`config.mk`:
```
export PLATFORM = sky130hd
export DESIGN_NAME = swap_seq
export DESIGN_NICKNAME = d
export VERILOG_FILES = /design/src/rtl/swap_seq_pkg.sv /design/src/rtl/swap_lane_steer.sv /design/src/rtl/swap_ctrl.sv /design/src/rtl/swap_seq.sv
export SDC_FILE = /design/constraint.sdc
export NUM_CORES = 1
export LEC_CHECK = 0
export ABC_AREA = 0
export ABC_CLOCK_PERIOD_IN_PS = 2700
export CORE_MARGIN = 5
export CORE_UTILIZATION = 43
export DETAILED_ROUTE_END_ITERATION = 8
export PLACE_DENSITY_LB_ADDON = 0.08
export REMOVE_ABC_BUFFERS = 1
export SYNTH_ARGS = -nofsm -noshare
export SYNTH_HDL_FRONTEND = slang
export SYNTH_HIERARCHICAL = 1
export SYNTH_SLANG_ARGS = --single-unit
```
`constraint.sdc`:
```
create_clock -name clk -period 2.7 [get_ports clk]
set_clock_uncertainty 0.15 [all_clocks]
set_input_delay 0.54 -clock clk [delete_from_list [all_inputs] [get_ports clk]]
set_output_delay 0.54 -clock clk [all_outputs]
set_load 0.005 [all_outputs]
```
`src/rtl/swap_seq_pkg.sv`:
```
package swap_seq_pkg;
  typedef enum logic [2:0] {
    ST_IDLE  = 3'd0,
    ST_READ  = 3'd1,
    ST_WRITE = 3'd2,
    ST_INTL  = 3'd3,
    ST_DONE  = 3'd4
  } swp_state_e;
endpackage

```
`src/rtl/swap_lane_steer.sv`:
```
module swap_lane_steer #(
  parameter int DW = 32,
  parameter int AW = 32
) (
  input  logic [AW-1:0]    addr,
  input  logic             byte_mode,
  input  logic             big_end,
  input  logic [DW-1:0]    store_data,
  input  logic [DW-1:0]    rdata,
  output logic [DW/8-1:0]  be,
  output logic [DW-1:0]    wdata,
  output logic [AW-1:0]    bus_addr,
  output logic [DW-1:0]    load_val
);
  localparam int LANES = DW / 8;
  localparam int LSB   = $clog2(LANES);

  function automatic logic [LSB-1:0] lane_pick(input logic [LSB-1:0] lo, input logic big);
    logic [LSB-1:0] top;
    top = LSB'(LANES - 1);
    return big ? (top - lo) : lo;
  endfunction

  logic [LSB-1:0] lane;
  assign lane = lane_pick(addr[LSB-1:0], big_end);

  for (genvar g = 0; g < LANES; g++) begin : g_lane
    assign be[g] = byte_mode ? (lane == LSB'(g)) : 1'b1;
    assign wdata[g*8 +: 8] = byte_mode ? store_data[7:0] : store_data[g*8 +: 8];
  end

  always_comb begin
    load_val = '0;
    if (byte_mode) load_val[7:0] = rdata[lane*8 +: 8];
    else           load_val      = rdata;
  end

  assign bus_addr = byte_mode ? addr : {addr[AW-1:LSB], {LSB{1'b0}}};
endmodule

```
`src/rtl/swap_ctrl.sv`:
```
module swap_ctrl
  import swap_seq_pkg::*;
(
  input  logic       clk,
  input  logic       rst_n,
  input  logic       start,
  input  logic       run_ok,
  output swp_state_e state,
  output logic       accept,
  output logic       lock
);
  swp_state_e nxt;

  assign accept = (state == ST_IDLE) && start;

  always_comb begin
    nxt = state;
    unique case (state)
      ST_IDLE:  if (start) nxt = run_ok ? ST_READ : ST_DONE;
      ST_READ:  nxt = ST_WRITE;
      ST_WRITE: nxt = ST_INTL;
      ST_INTL:  nxt = ST_DONE;
      ST_DONE:  nxt = ST_IDLE;
      default:  nxt = ST_IDLE;
    endcase
  end

  always_ff @(posedge clk or negedge rst_n) begin
    if (!rst_n) begin
      state <= ST_IDLE;
      lock  <= 1'b0;
    end else begin
      state <= nxt;
      lock  <= (nxt == ST_READ) || (nxt == ST_WRITE);
    end
  end
endmodule

```
`src/rtl/swap_seq.sv`:
```
module swap_seq
  import swap_seq_pkg::*;
#(
  parameter int DW   = 32,
  parameter int AW   = 32,
  parameter int REGW = 4
) (
  input  logic            clk,
  input  logic            rst_n,
  input  logic            start_i,
  input  logic            cond_pass_i,
  input  logic            byte_sel_i,
  input  logic            big_end_i,
  input  logic [REGW-1:0] dst_idx_i,
  input  logic [REGW-1:0] src_idx_i,
  input  logic [REGW-1:0] base_idx_i,
  input  logic [AW-1:0]   addr_i,
  input  logic [DW-1:0]   store_data_i,
  output logic            mem_req_o,
  output logic            mem_we_o,
  output logic [DW/8-1:0] mem_be_o,
  output logic [AW-1:0]   mem_addr_o,
  output logic [DW-1:0]   mem_wdata_o,
  input  logic [DW-1:0]   mem_rdata_i,
  input  logic            mem_abort_i,
  output logic            mem_lock_o,
  output logic [DW-1:0]   load_data_o,
  output logic            wb_valid_o,
  output logic            done_o,
  output logic            abort_o,
  output logic            illegal_o
);
  localparam int LANES = DW / 8;
  localparam logic [REGW-1:0] PC_IDX = {REGW{1'b1}};

  function automatic logic names_pc(input logic [REGW-1:0] a, b, c);
    return (a == PC_IDX) || (b == PC_IDX) || (c == PC_IDX);
  endfunction

  swp_state_e state;
  logic accept, lock_q;
  logic req_illegal, run_ok;
  logic rd_cycle, wr_cycle, done_cycle;

  logic [AW-1:0] addr_q;
  logic [DW-1:0] data_q, ld_q;
  logic          byte_q, big_q, exec_q, ill_q, ab_rd_q, ab_wr_q;

  logic [LANES-1:0] be_w;
  logic [DW-1:0]    wdata_w, load_w;
  logic [AW-1:0]    baddr_w;

  assign req_illegal = names_pc(dst_idx_i, src_idx_i, base_idx_i);
  assign run_ok      = cond_pass_i && !req_illegal;

  swap_ctrl u_ctrl (
    .clk    (clk),
    .rst_n  (rst_n),
    .start  (start_i),
    .run_ok (run_ok),
    .state  (state),
    .accept (accept),
    .lock   (lock_q)
  );

  swap_lane_steer #(.DW(DW), .AW(AW)) u_steer (
    .addr       (addr_q),
    .byte_mode  (byte_q),
    .big_end    (big_q),
    .store_data (data_q),
    .rdata      (mem_rdata_i),
    .be         (be_w),
    .wdata      (wdata_w),
    .bus_addr   (baddr_w),
    .load_val   (load_w)
  );

  assign rd_cycle   = (state == ST_READ);
  assign wr_cycle   = (state == ST_WRITE);
  assign done_cycle = (state == ST_DONE);

  always_ff @(posedge clk or negedge rst_n) begin
    if (!rst_n) begin
      addr_q  <= '0;
      data_q  <= '0;
      ld_q    <= '0;
      byte_q  <= 1'b0;
      big_q   <= 1'b0;
      exec_q  <= 1'b0;
      ill_q   <= 1'b0;
      ab_rd_q <= 1'b0;
      ab_wr_q <= 1'b0;
    end else begin
      if (accept) begin
        addr_q  <= addr_i;
        data_q  <= store_data_i;
        byte_q  <= byte_sel_i;
        big_q   <= big_end_i;
        exec_q  <= run_ok;
        ill_q   <= req_illegal;
        ab_rd_q <= 1'b0;
        ab_wr_q <= 1'b0;
      end
      if (rd_cycle) begin
        ld_q    <= load_w;
        ab_rd_q <= mem_abort_i;
      end
      if (wr_cycle) ab_wr_q <= mem_abort_i;
    end
  end

  assign mem_req_o   = rd_cycle || wr_cycle;
  assign mem_we_o    = wr_cycle;
  assign mem_be_o    = mem_req_o ? be_w : '0;
  assign mem_addr_o  = baddr_w;
  assign mem_wdata_o = wdata_w;
  assign mem_lock_o  = lock_q;

  assign load_data_o = ld_q;
  assign done_o      = done_cycle;
  assign abort_o     = done_cycle && (ab_rd_q || ab_wr_q);
  assign illegal_o   = done_cycle && ill_q;
  assign wb_valid_o  = done_cycle && exec_q && !ab_rd_q && !ab_wr_q;
endmodule

```
### Yosys cells after proc, flatten, opt, wreduce, memory -nomap -nowiden

Index checks and enable logic that the tools add are counted.

| word-level totals | value |
|---|---|
| register bits | 106 |
| input port bits | 115 |
| output and inout port bits | 107 |
| logic and storage cells | 62 |

| operators by class | value |
|---|---|
| $add $sub $neg | 1 |
| eq/ne operators | 12 |
| shift operators | 1 |
| muxes and demuxes | 18 |
| reductions and logical operators | 19 |

Operator list:

| cell | number |
|---|---|
| two-way mux 8 bit | 4 |
| indexed part select 32 x 6 -> 8 bit | 1 |
| two-way mux 24 bit | 1 |
| == test 4 bit (second input constant) | 3 |
| case mux 3 bit (4 select lines) | 1 |
| == test 3 x 2 -> 1 bit (second input constant) | 3 |
| logical AND 1 bit | 7 |
| two-way mux 1 bit | 7 |
| == test 3 x 1 -> 1 bit (second input constant) | 2 |
| two-way mux 3 bit | 2 |
| logical OR 1 bit | 5 |
| == test 2 bit (second input constant) | 2 |
| two-way mux 2 bit | 2 |
| two-way mux 4 bit | 1 |
| nonzero test 2 bit | 2 |
| == test 3 bit (second input constant) | 1 |
| zero test 1 bit | 3 |
| zero test 3 bit | 1 |
| == test 2 x 1 -> 1 bit (second input constant) | 1 |
| zero test 2 bit | 1 |
| subtractor 2 bit (first input constant) | 1 |

### Depth between registers and ports, before layout

Gate-level depths: netlist (run 1).

| depth | value |
|---|---|
| word-level depth | 10 |
| depth in mapped cells | 7 |
| depth with buffers taken out | 5 |

### By module

The synthesis (run 1) kept the hierarchy.

Modules (own cells, without submodules):

| module | instances | cells each | area each (um2) | seq. area each (um2) |
|---|---|---|---|---|
| swap_seq | 1 | 239 | 3,950.0 | 2,552.4 |
| swap_lane_steer | 1 | 186 | 1,109.8 | 0.0 |
| swap_ctrl | 1 | 14 | 160.2 | 100.1 |

### Least setup slack after synthesis (run 1)

OpenSTA, ideal clock, no wires.

| timing path | value |
|---|---|
| path type | reg-to-output |
| start point | register big_q |
| end point | output port mem_be_o[0] |
| data arrival time | 1.380 ns |
| required time | 2.010 ns |
| setup slack | 0.630 ns |
| cell stages (with the launch flop) | 7 |
| path buffers | 2 |
| path through | dfrtp_1 -> buf_2 -> or3_1 -> and3_1 -> buf_2 -> inv_2 -> nor3b_1 |

| on the way | value |
|---|---|
| cells in the longest elaborated chain, start to end | 4 |

Ends and longest elaborated chain:

| element | RTL line | source |
|---|---|---|
| start, declared | swap_seq.sv:47 | `logic byte_q, big_q, exec_q, ill_q, ab_rd_q, ab_wr_q;` |
| start signal, assigned | swap_seq.sv:98 | `big_q <= big_end_i;` |
| two-way mux 2 bit | swap_lane_steer.sv:21 | `return big ? (top - lo) : lo;` |
| zero test 2 bit | swap_lane_steer.sv:28 | `assign be[g] = byte_mode ? (lane == LSB'(g)) : 1'b1;` |
| two-way mux 1 bit | swap_lane_steer.sv:28 |  |
| net be_w[0] | swap_seq.sv:49 | `logic [LANES-1:0] be_w;` |
| two-way mux 4 bit | swap_seq.sv:114 | `assign mem_be_o = mem_req_o ? be_w : '0;` |
| end, declared | swap_seq.sv:21 | `output logic [DW/8-1:0] mem_be_o,` |

The timed path passes the listed nets, and every way through them passes these cells.

### Worst setup path in the final report (run 1)

| timing path | value |
|---|---|
| start point | register big_q |
| end point | output port mem_be_o[2] |

| on the way | value |
|---|---|
| cells in the longest elaborated chain, start to end | 4 |

Ends and longest elaborated chain:

| element | RTL line |
|---|---|
| two-way mux 2 bit | swap_lane_steer.sv:21 |
| == test 2 bit | swap_lane_steer.sv:28 |
| two-way mux 1 bit | swap_lane_steer.sv:28 |
| net be_w[2] | swap_seq.sv:49 |
| two-way mux 4 bit | swap_seq.sv:114 |

The timed path passes the listed nets, and every way through them passes these cells.

==> reports/metrics.cfg, run 1 <==
[clock_network]
cts_buffer_depth = 2
cts_sinks = 106
cts-root-buf = clkbuf_16
clock_latency_ps = 340
cts_tree = built
cts_buffers = 9
clk_pin_slew_ps = 70
htreeDepth = 3
ctsHoldBuffers = 0

[timing]
setup_tns_ps = 0
finalWorstSetupSlack_ps = 85.52
maxSlewViolCount = 0
hold_violations = 0
setup_viol = 0
slew_headroom_pct = 60.23
rsz0062_at_grt = false
fmax_mhz = 382.5
whs_ps = 45.16
min_period_ps = 2614
worst_slew_pin_slew_ps = 596.5
fin_crit_sh_pct = 96.83

[placed_design]
gp_congestion = 0.7795
port_buffers = 221
place_inst = 759
dpl-instance-area_mm2 = 0.007323
pre_cts_slack_ps = 95.92
dp_hpwl_um = 10610

[worst_hold_path]
min_path_type = in2async

[die]
die_h_um = 120.2
coreArea_mm2 = 0.01196
fp.dieW_um = 120.2
dieArea_mm2 = 0.01444
design.portCount = 222
rows = 40
start_util_pct = 43.64

[synth]
avgSynthCellArea_um2 = 11.89
synth-warning-count = 6
synth-seq-cells = 106
synth_area_leaders = dfrtp_1 51%, mux2_2 21%, buf_4 5.6%
async_reset_ff_share_pct = 100.0
synth_top_area_share_pct = 50.81
ys_seq_area_share_pct = 50.81
syn_area_mm2 = 0.005220
synth_enable_flop_cells = 0
yosysTopAreaCell = dfrtp_1
syn_inst = 439
synth.distinct_cells = 44
synth_flop_cell = dfrtp_1

[finish]
fin_cells = 786
final_nets = 750
post-route-util_pct = 64.72
area_growth_pct = 48.30
drive_gt1_share_pct = 24.57
fillCellCount = 976
antenna_cells = 0
finish.instance_area_mm2 = 0.007741

[grt]
antenna_found_initial = 0
grt_usage_pct = 19.54
grt_start_max_net_pins = 50
grt_first_pass_wirelength_um = 22420
grt_pass1_vias = 4383
grt_overflow_total = 0

[critical_path]
startpoint = big_q
crit_arrival_ps = 1920
r2r_end = addr_q[19]
criticalPathCategory = reg2out
rr_worst_depth = 5
worstPathRequired_ps = 2010
start_kind = flip-flop
cp_max_fo = 6
reg2reg_from = u_ctrl/state[2]
cp-end-kind = primary output
reg2reg_slack_ps = 630

[drt]
drc = 0
vias_per_cell = 5.042
drtIter0Drc = 145
drtAntennaViolNets = 0
vias = 3963
wire_per_inst_um = 17.66
routed_wl_um = 13880
firstDrtPassIters = 4

[power]
p_leak_nw = 3.251
ir_drop_mv = 0.5690
power_mw = 8.989
power_density_mw_per_mm2 = 1161

[outcome]
outcome = complete, no violations

[job]
cap_violations = 0

[what timing repair did]
action                                  CTS  global route
endpoints found under the setup margin    5            17
pin swaps                                 1             0
endpoints found under the hold margin     0             0
gates resized for setup                  12             1
setup buffers                            11             2
[cell families after synthesis]
group                     synth area share (%)
AOI/OAI and AO/OA                        6.807
xor gates and xnor gates                0.3356
buffers and inverters                    10.28
DFF                                      50.81
muxes                                    21.96
and+or+nand+nor                          9.804
[layout by cell type, fill, tap and decap left out, drive strengths merged, types with 8 or more instances in the layout]
master / n
nor3b: 8
dfrtp: 106
nand2: 12
nor2b: 29
mux2: 100
clkbuf: 14
clkdlybuf4s50: 218
o21ai: 25
inv: 27
a21oi: 11
buf: 28
[registers in the layout, summed over array words and instances (netlist names)]
signal	count
big_q	1
data_q	32
exec_q	1
ill_q	1
load_data_o	32
u_ctrl/state	3
byte_q	1
ab_rd_q	1
u_ctrl/lock	1
ab_wr_q	1
addr_q	32
[how the worst max path moves through the flow]
| stage | slack [ps] | end |
|---|---|---|
| 4_1_cts | 30 | mem_wdata_o[15] |
| 3_3_place_gp | 120 | mem_be_o[0] |
| 2_1_floorplan | -6210 | addr_q[0] |
| 5_1_grt | 3 | mem_be_o[2] |
| 3_5_place_dp | 100 | mem_be_o[0] |
| 6_report | 90 | mem_be_o[2] |
[Yosys cell counts (3+ instances only)]
master	instances
a21oi_1	10
and2_1	3
and4_1	3
buf_2	12
buf_4	39
buf_6	5
clkbuf_1	6
dfrtp_1	106
inv_1	26
mux2_2	98
nand2_1	12
nor2_1	7
nor2b_1	29
nor3b_1	7
o21ai_0	9
o21ai_1	16
o221ai_1	7
o22ai_1	5
or2_0	5
[worst max-delay path: stages, from the launching register on]
cell and delay, ps:
dfrtp_2 440, buf_2 150, and3b_1 190, a21oi_4 140
nand2_1 60, nor3b_2 150, clkdlybuf4s50_1 460
[layout make-up]
type | instances | area [µm²] | area share, %
Clock inverter | 1 | 7.507 | 0.09698
Timing Repair Buffer | 248 | 2432 | 31.42
Clock buffer | 14 | 284.0 | 3.669
Sequential cell | 106 | 2658 | 34.33
Inverter | 27 | 101.3 | 1.309
Multi-Input combinational cell | 243 | 2074 | 26.80
Tap cell | 147 | 183.9 | 2.376
[metal layers]
layer / GRT usage [%] / vias up / share of wire [%] / routed length [µm]
met5: 0 / - / 0 / 0
met4: 7.659 / 0 / 2.3 / 323
met3: 8.887 / 26 / 12 / 1603
met2: 32.53 / 162 / 48 / 6636
met1: 21.89 / 1906 / 38 / 5313
li1: - / 1869 / - / -
[report_power, final]
group	internal [mW]	total [mW]	switching (mW)	leakage, nW
registers	2.37	2.85	0.481	1.27
logic	3.05	4.85	1.80	1.84
clock network	0.723	1.28	0.561	0.141
(Power assumes the default switching activity.)
==> run 2: changes to the inputs <==
--- a/config.mk
+++ b/config.mk
@@ -16,3 +16,4 @@
 export SYNTH_HDL_FRONTEND = slang
 export SYNTH_HIERARCHICAL = 1
 export SYNTH_SLANG_ARGS = --single-unit
+export TNS_END_PERCENT = 1
==> run 2 against run 1 <==
Compared with the run above: sequential share of layout area up 0.056 points; clock power about the same; routed wire length down 0.17%; worst hold slack about the same; count of clock-buffer cells in the layout unchanged; combinational power about the same; setup slack worse by 76 ps; first-iteration DRC count up 17%; maximum frequency down 2.8%; register-to-register slack about the same; sequential cell count unchanged; die area unchanged; critical path type unchanged; critical endpoint is now mem_be_o[1]; largest cell class unchanged.
==> reports/metrics.cfg, run 2 (synthesis results as in run 1) <==
[finish]
post-route-util_pct = 64.61  ; -0.10 points
drive_gt1_share_pct = 24.26  ; -0.31 points
fin_cells = 786  ; unchanged
mostFrequentLayoutCells = 218 x clkdlybuf4s50_1, 102 x dfrtp_1, 98 x mux2_2, 29 x nor2b_1, 26 x inv_1
final_nets = 750  ; unchanged
layout_commonest_cell = clkdlybuf4s50_1
antenna_cells = 0  ; unchanged
area_growth_pct = 48.06

[critical_path]
cp-end-kind = primary output
cp_max_fo = 8  ; +2
start_kind = flip-flop
worstPathRequired_ps = 2010  ; about the same
criticalPathCategory = reg2out
crit_arrival_ps = 2000  ; +80 ps

[die]
die_h_um = 120.2  ; unchanged
coreArea_mm2 = 0.01196  ; unchanged
start_util_pct = 43.64  ; unchanged
rows = 40  ; unchanged
design.portCount = 222  ; unchanged
fp.dieW_um = 120.2  ; unchanged
dieArea_mm2 = 0.01444  ; unchanged

[clock_network]
clk_pin_slew_ps = 70  ; about the same
cts_buffers = 9  ; unchanged
cts-root-buf = clkbuf_16
cts_buffer_depth = 2  ; unchanged
clock_latency_ps = 340  ; about the same
cts_tree = built
cts_sinks = 106  ; unchanged
htreeDepth = 3  ; unchanged

[drt]
vias = 3982  ; +0.48%
firstDrtPassIters = 4  ; unchanged
drtIter0Drc = 169  ; +17%
wire_per_inst_um = 17.63  ; -0.17%
routed_wl_um = 13850  ; -0.17%
drtAntennaViolNets = 0  ; unchanged
drc = 0  ; unchanged
vias_per_cell = 5.066  ; +0.48%

[timing]
setup_viol = 0  ; unchanged
rsz0062_at_grt = true
min_period_ps = 2690  ; +75.98 ps
fin_crit_sh_pct = 99.65  ; +2.8 points
worst_slew_pin_slew_ps = 585.2  ; -11.28 ps
maxSlewViolCount = 0  ; unchanged
hold_violations = 0  ; unchanged
slew_headroom_pct = 60.44  ; +0.20 points
fmax_mhz = 371.7  ; -2.8%

[grt]
grt_first_pass_wirelength_um = 22350  ; -0.31%
grt_pass1_vias = 4368  ; -0.34%
antenna_found_initial = 0  ; unchanged
grt_start_max_net_pins = 50  ; unchanged
grt_usage_pct = 19.47  ; -0.072 points
grt_overflow_total = 0  ; unchanged

[placed_design]
dp_hpwl_um = 10610  ; unchanged
place_inst = 759  ; unchanged
gp_congestion = 0.7795  ; unchanged
port_buffers = 221  ; unchanged

[worst_hold_path]
min_path_type = in2async

[job]
cap_violations = 0  ; unchanged

[power]
power_density_mw_per_mm2 = 1160  ; about the same
combPwrFrac_pct = 54.0  ; about the same
cell_internal_pwr_mw = 6.130  ; -0.23%
p_leak_nw = 3.246  ; -0.16%
ir_drop_mv = 0.5691  ; about the same
seqPwrFrac_pct = 31.7  ; about the same
clkPwrFrac_pct = 14.3  ; about the same
swShare_pct = 31.65  ; about the same
netSwitchingPower_mw = 2.838  ; -0.25%

[outcome]
outcome = complete, no violations

run 2: cell types whose count changed in the layout (fill, tap and decap cells not counted):
cell | previous run | this run
buf_4 | 25 | 24
nor3b_1 | 1 | 3
nor3b_2 | 6 | 4
clkbuf_2 | 0 | 1
run 2: per-layer routing:
layer	up-vias	share of wire, %	track usage [%]
li1	1869	-	-
met1	1919	39	21.92
met2	168	47	32.24
met3	26	12	8.887
met4	0	2.3	7.659
met5	-	0	0
run 2: worst paths after layout:
path	from	to	slack, ps	cells after the start
worst max-delay path	addr_q[0]	mem_be_o[1]	10	5
worst min-delay path	rst_n	load_data_o[11]	40	1
worst max register to register	u_ctrl/state[2]	addr_q[19]	630	5
worst min register to register	exec_q	exec_q	340	2
max in group asynchronous	rst_n	byte_q	1660	2
min in group clk	exec_q	exec_q	340	2
run 2: per-stage QoR:
step,total power [mW],TNS [ps],setup WS (ps),instance area (µm²),hold slack (ps)
finish,8.968,0,9.539,7729,44.88
global route,9.615,-174.9,-79.97,7729,90.05
CTS,9.047,-95.68,-42.17,7700,64.06
detailed placement,7.610,0,95.92,7323,319.0
global placement,7.494,0,120.5,7323,317.9
floorplan,4.876,-433360,-6210,4785,94.41
run 2: power by group through the flow:
stage | combinational [mW] | clock [mW] | sequential [mW]
detailed placement | 4.68 | 0 | 2.93
global route | 5.27 | 1.38 | 2.96
floorplan | 1.93 | 0 | 2.95
CTS | 4.85 | 1.32 | 2.88
finish | 4.84 | 1.28 | 2.84
global placement | 4.62 | 0 | 2.88
run 2: worst max-delay path, cell delays in order (launching register included):
cell	delay [ps]
dfrtp_2	430
buf_4	140
a22oi_2	380
nand2_1	90
nor3b_2	160
clkdlybuf4s50_1	460
run 2: repair_timing:
| item | in CTS | in global routing |
|---|---|---|
| pin swaps | 0 | 0 |
| hold buffers | 0 | 0 |
| resized for setup | 9 | 3 |
| setup buffers | 10 | 2 |
| setup endpoints to repair | 5 | 21 |
run 2: area by class of cell:
class,count,area [µm²]
fillers,976,4233
flip-flops and latches,106,2658
repair buffers,248,2430
multi-input cells,243,2064
clock buffers,14,284.0
well taps,147,183.9
inverters,27,101.3
clock inverters,1,7.507
